==> src/rtl/spwm_pkg.sv <==
package spwm_pkg;
  localparam int PULSE_SLOTS = 19;
  localparam int DUTY_W      = 8;

  function automatic logic [DUTY_W-1:0] duty_of(input logic [4:0] k);
    logic [DUTY_W-1:0] d;
    case (k)
      5'd0,  5'd18: d = 8'h06;
      5'd1,  5'd17: d = 8'h09;
      5'd2,  5'd16: d = 8'h0E;
      5'd3,  5'd15: d = 8'h12;
      5'd4,  5'd14: d = 8'h15;
      5'd5,  5'd13: d = 8'h19;
      5'd6,  5'd12: d = 8'h1B;
      5'd7,  5'd11: d = 8'h1D;
      5'd8,  5'd9, 5'd10: d = 8'h1E;
      default: d = 8'h00;
    endcase
    return d;
  endfunction

  function automatic logic pulse_high(input logic [4:0] k, input int unsigned tick_in_slot);
    return (k < 5'(PULSE_SLOTS)) && (tick_in_slot < 32'(duty_of(k)));
  endfunction
endpackage

==> src/rtl/spwm_prescaler.sv <==
module spwm_prescaler #(
  parameter int DIV = 500
) (
  input  logic clk,
  input  logic rst,
  input  logic en,
  output logic tick
);
  localparam int PRE_W = (DIV > 1) ? $clog2(DIV) : 1;
  localparam logic [PRE_W-1:0] LAST = PRE_W'(DIV - 1);

  logic [PRE_W-1:0] cnt;

  assign tick = en && (cnt == LAST);

  always_ff @(posedge clk) begin
    if (rst)       cnt <= '0;
    else if (tick) cnt <= '0;
    else if (en)   cnt <= cnt + 1'b1;
  end
endmodule

==> src/rtl/spwm_slot_timer.sv <==
module spwm_slot_timer #(
  parameter int SLOT_TICKS = 50,
  parameter int SUB_W      = 6
) (
  input  logic             clk,
  input  logic             rst,
  input  logic             tick,
  output logic [SUB_W-1:0] sub_cnt,
  output logic [4:0]       slot_idx,
  output logic             half,
  output logic             slot_idle,
  output logic             half_wrap
);
  import spwm_pkg::*;
  localparam logic [SUB_W-1:0] SUB_LAST = SUB_W'(SLOT_TICKS - 1);
  localparam logic [4:0]       IDLE_IDX = 5'(PULSE_SLOTS);

  logic slot_end;

  assign slot_end  = tick && (sub_cnt == SUB_LAST);
  assign slot_idle = (slot_idx == IDLE_IDX);
  assign half_wrap = slot_end && slot_idle;

  always_ff @(posedge clk) begin
    if (rst) begin
      sub_cnt  <= '0;
      slot_idx <= '0;
      half     <= 1'b0;
    end else if (tick) begin
      if (slot_end) begin
        sub_cnt <= '0;
        if (slot_idle) begin
          slot_idx <= '0;
          half     <= ~half;
        end else begin
          slot_idx <= slot_idx + 1'b1;
        end
      end else begin
        sub_cnt <= sub_cnt + 1'b1;
      end
    end
  end
endmodule

==> src/rtl/spwm_pulse_out.sv <==
module spwm_pulse_out #(
  parameter int SUB_W = 6
) (
  input  logic             clk,
  input  logic             rst,
  input  logic             en,
  input  logic [SUB_W-1:0] sub_cnt,
  input  logic [4:0]       slot_idx,
  input  logic             half,
  output logic             ch1,
  output logic             ch2
);
  import spwm_pkg::*;
  logic active;

  assign active = en && pulse_high(slot_idx, 32'(sub_cnt));

  always_ff @(posedge clk) begin
    if (rst) begin
      ch1 <= 1'b0;
      ch2 <= 1'b0;
    end else begin
      ch1 <= active && !half;
      ch2 <= active && half;
    end
  end
endmodule

==> src/rtl/spwm_bridge_gen.sv <==
module spwm_bridge_gen #(
  parameter int PRESCALE   = 500,
  parameter int SLOT_TICKS = 50
) (
  input  logic clk,
  input  logic rst,
  input  logic en,
  output logic ch1_out,
  output logic ch2_out,
  output logic half_sel
);
  localparam int SUB_W = $clog2(SLOT_TICKS);

  logic             tick;
  logic [SUB_W-1:0] sub_cnt;
  logic [4:0]       slot_idx;
  logic             slot_idle;
  logic             half_wrap;

  spwm_prescaler #(.DIV(PRESCALE)) u_pre (
    .clk(clk), .rst(rst), .en(en), .tick(tick)
  );

  spwm_slot_timer #(.SLOT_TICKS(SLOT_TICKS), .SUB_W(SUB_W)) u_slot (
    .clk(clk), .rst(rst), .tick(tick), .sub_cnt(sub_cnt), .slot_idx(slot_idx),
    .half(half_sel), .slot_idle(slot_idle), .half_wrap(half_wrap)
  );

  spwm_pulse_out #(.SUB_W(SUB_W)) u_out (
    .clk(clk), .rst(rst), .en(en), .sub_cnt(sub_cnt), .slot_idx(slot_idx),
    .half(half_sel), .ch1(ch1_out), .ch2(ch2_out)
  );
endmodule

==> config.mk <==
export PLATFORM = sky130hd
export DESIGN_NAME = spwm_bridge_gen
export DESIGN_NICKNAME = d
export VERILOG_FILES = /design/src/rtl/spwm_pkg.sv /design/src/rtl/spwm_prescaler.sv /design/src/rtl/spwm_slot_timer.sv /design/src/rtl/spwm_pulse_out.sv /design/src/rtl/spwm_bridge_gen.sv
export SDC_FILE = /design/constraint.sdc
export NUM_CORES = 1
export LEC_CHECK = 0
export ABC_AREA = 1
export BUFFER_PORTS_ARGS = -buffer_cell sky130_fd_sc_hd__clkbuf_2
export CELL_PAD_IN_SITES_DETAIL_PLACEMENT = 0
export CELL_PAD_IN_SITES_GLOBAL_PLACEMENT = 1
export CORE_MARGIN = 10
export CORE_UTILIZATION = 45
export DETAILED_ROUTE_END_ITERATION = 16
export GPL_TIMING_DRIVEN = 0
export PLACE_DENSITY_LB_ADDON = 0.1
export SLEW_MARGIN = 5
export SYNTH_ARGS = -nofsm -noshare
export SYNTH_HDL_FRONTEND = slang
export SYNTH_HIERARCHICAL = 1
export SYNTH_SLANG_ARGS = --single-unit
==> constraint.sdc <==
create_clock -name clk -period 3.8 [get_ports clk]
set_input_delay 0.19 -clock clk [delete_from_list [all_inputs] [get_ports clk]]
set_output_delay 0.19 -clock clk [all_outputs]
set_load 0.02 [all_outputs]
==> impl_metrics.toml <==
[run_status]
outcome = "complete, no violations"

[worst_setup_path]
worstReg2RegEnd = "u_out/ch2"
path_buf_inv = 1
critPathMaxStageDelay_ns = 0.61
rrSetupSlack_ns = 1.37
start_kind = "register"
slowest_stage = "dfxtp_1"
worstPathMaxFanout = 11
endpoint_kind = "register"
cp_num_cells = 12
crit_start = "u_slot/slot_idx[0]"
path_delay_family = "compound AO/OA/AOI/OAI gates"
crit_end = "u_out/ch2"
r2r_cells = 12
crit_path_cell_trace = "inv_1 -> ha_1 -> a21oi_1 -> o21ai_0 -> o311a_1 -> a31oi_1 -> ha_1 -> a21oi_1 -> nand2_1 -> nand2_1 -> nand2_1 -> nor2_1"
rr_startpoint = "u_slot/slot_idx[0]"
critPathKind = "register to register"
crit_required_ns = 4.06
crit_top_cell = "nand2_1"
crit_arrival_ns = 2.70

[pwr]
ir_drop_v = 0.000155
power_mw = 0.381
cellLeakagePower_nw = 0.719
power.density_mw_per_mm2 = 232

[placed_design]
numPortBuffers = 5
place_congestion = 0.735
dpl.hpwl_mm = 2.36
placed_area_sq_mm = 0.00162

[floorplanning]
coreArea_sq_mm = 0.00331
io_pins = 6
fp.dieH_um = 78.4
start_util_pct = 46.3
die-area_sq_mm = 0.00614
row_count = 21
fp.dieW_um = 78.4

[clock_tree]
clock_latency_ns = 0.31
clock-root-buffer = "clkbuf_4"
clk_path_buf_depth = 2
cts_resized = 0
clock-sinks = 23
cts_tree = "yes"
cts_buffers = 3
hold_buffers = 0
h-tree-depth = 1
cts_setup_buffers = 0
clkTransAtPathRegs_ns = 0.13

[grt]
grt_first_pass_wirelength_mm = 5.32
track_usage_pct = 10.3
grt_max_degree = 14
grt_pass1_vias = 1276
grt-ovfl-total = 0
antenna_found_initial = 0

[cells_and_area]
n_fill_cell = 354
fin_util_pct = 49.7
final_common_cell = "nand2_1"
fin_area_sq_mm = 0.00164
num_antenna_cells = 0
area_growth_pct = 7.18
final_cell_mix = "nand2_1, inv_1, nor2_1"
fin_nets = 245
drive_above_1_share_pct = 13.7

[drt]
dr.pass1.iters = 4
vias = 1355
wire_per_inst_um = 11.2
routed_via_density = 4.98
drtIter0Drc = 64
ant_nets = 0
wl_mm = 3.04
drc = 0

[yosys]
yosysSeqAreaShare_pct = 30.0
synth_area_sq_mm = 0.00153
avgSynthCellArea_sq_um = 7.07
yosysWarnings = 6
post_synth_inst_count = 217
synth_cell_type_count = 27
syn_nets = 235
ys_ff_latch = 23

[sta]
finalCritPeriodShare_pct = 64.0
drv_slew = 0
fin_crit_ns = 2.43
rsz0062_at_grt = "no"
setup_viol = 0
tightest_slew_ns = 0.424
max_freq_mhz = 411
slew_headroom_pct = 71.7
setup-tns-final_ns = 0
finClkSkew_ns = 0.00176
final_hold_viol_count = 0

[job]
maxCapViolCount = 0

[worst_hold_path]
hold_class = "input port to register"
==> cells by family after synthesis <==
logic type      count (synthesis)  share of synthesized area (%)
compound gates                 24                           8.81
fa+ha+maj                      15                           12.2
xor+xnor                        5                           2.85
buf+inv                        32                           8.32
simple gates                  117                           37.1
mux                             1                          0.653
flops                          23                           30.0
==> Yosys cell counts <==
master    count  area [sq um]
buf_6         1          11.3
nand2_1      51           191
a21boi_0      1          7.51
a31oi_1       2          12.5
inv_2         3          11.3
nand3_2       3          30.0
nor3_1        4          20.0
mux2i_1       1          10.0
xnor2_1       1          8.76
o311a_1       1          10.0
nand2_4       2          22.5
o21ai_0       8          40.0
nor2_1       26          97.6
a21oi_1      10          50.1
nand3_1      10          50.1
nor2_4        5          56.3
xor2_1        4          35.0
inv_1        28           105
nand2_2       3          18.8
nand4_1       7          43.8
o21bai_1      1          7.51
or2_2         1          6.26
nand3b_1      1          7.51
ha_1         15           188
dfxtp_1      23           460
o31ai_1       1          7.51
nor2_2        4          25.0
==> report_power, final <==
group,internal (mW),switching [mW]
registers,0.244,0.00178
logic,0.00606,0.0115
clock network,0.0393,0.0783
==> layer usage <==
metal  track usage [%]  part of all wire (%)  vias to the layer above  wire, um
li1                  -                     -                      715         -
met1              11.8                    46                      624      1400
met2              18.1                    50                       14      1510
met3              2.62                   3.4                        2       104
met4              3.76                  0.69                        0        21
met5                 0                     0                        -         0
==> flip-flops by register name, indices dropped and copies added (netlist names) <==
signal           cells
u_out/ch1            1
u_slot/slot_idx      5
u_slot/half          1
u_slot/sub_cnt       6
u_pre/cnt            9
u_out/ch2            1
==> worst min-delay path by stage <==
stage / startpoint / endpoint / slack, ns / depth (start not counted)
4_1_cts: rst / u_slot/slot_idx[3] / 0.12 / 2
6_report: rst / u_slot/slot_idx[2] / 0.14 / 2
2_1_floorplan: rst / u_slot/slot_idx[0] / 0.26 / 1
3_5_place_dp: rst / u_slot/slot_idx[3] / 0.48 / 2
3_3_place_gp: u_slot/half / u_out/ch2 / 0.47 / 2
5_1_grt: rst / u_slot/slot_idx[2] / 0.13 / 2
==> layout make-up <==
type,count,area [sq um],area share [%]
Inverter,31,116,7.08
Tap cell,46,57.6,3.50
Multi-Input combinational cell,162,946,57.5
Sequential cell,23,460,28.0
Clock buffer,3,22.5,1.37
Timing Repair Buffer,5,25.0,1.52
Buffer,1,11.3,0.685
Clock inverter,1,5.00,0.304
==> through the flow <==
| step | hold WS (ns) | cells | worst slack, ns |
|---|---|---|---|
| floorplan | 0.259 | 217 | 1.78 |
| global placement | 0.472 | 268 | 1.51 |
| detailed placement | 0.480 | 268 | 1.39 |
| CTS | 0.122 | 272 | 1.35 |
| global route | 0.126 | 272 | 1.11 |
| finish | 0.136 | 272 | 1.37 |
==> worst register-to-register path: stages, from the launching register on <==
cell and delay, ns:
dfxtp_1 0.61, inv_1 0.17, ha_1 0.35, a21oi_1 0.15, o21ai_0 0.10, o311a_1 0.12
a31oi_1 0.18, ha_1 0.28, a21oi_1 0.14, nand2_1 0.07, nand2_1 0.05, nand2_1 0.07
nor2_1 0.09
No activity file was read; power rests on OpenSTA's default activity.
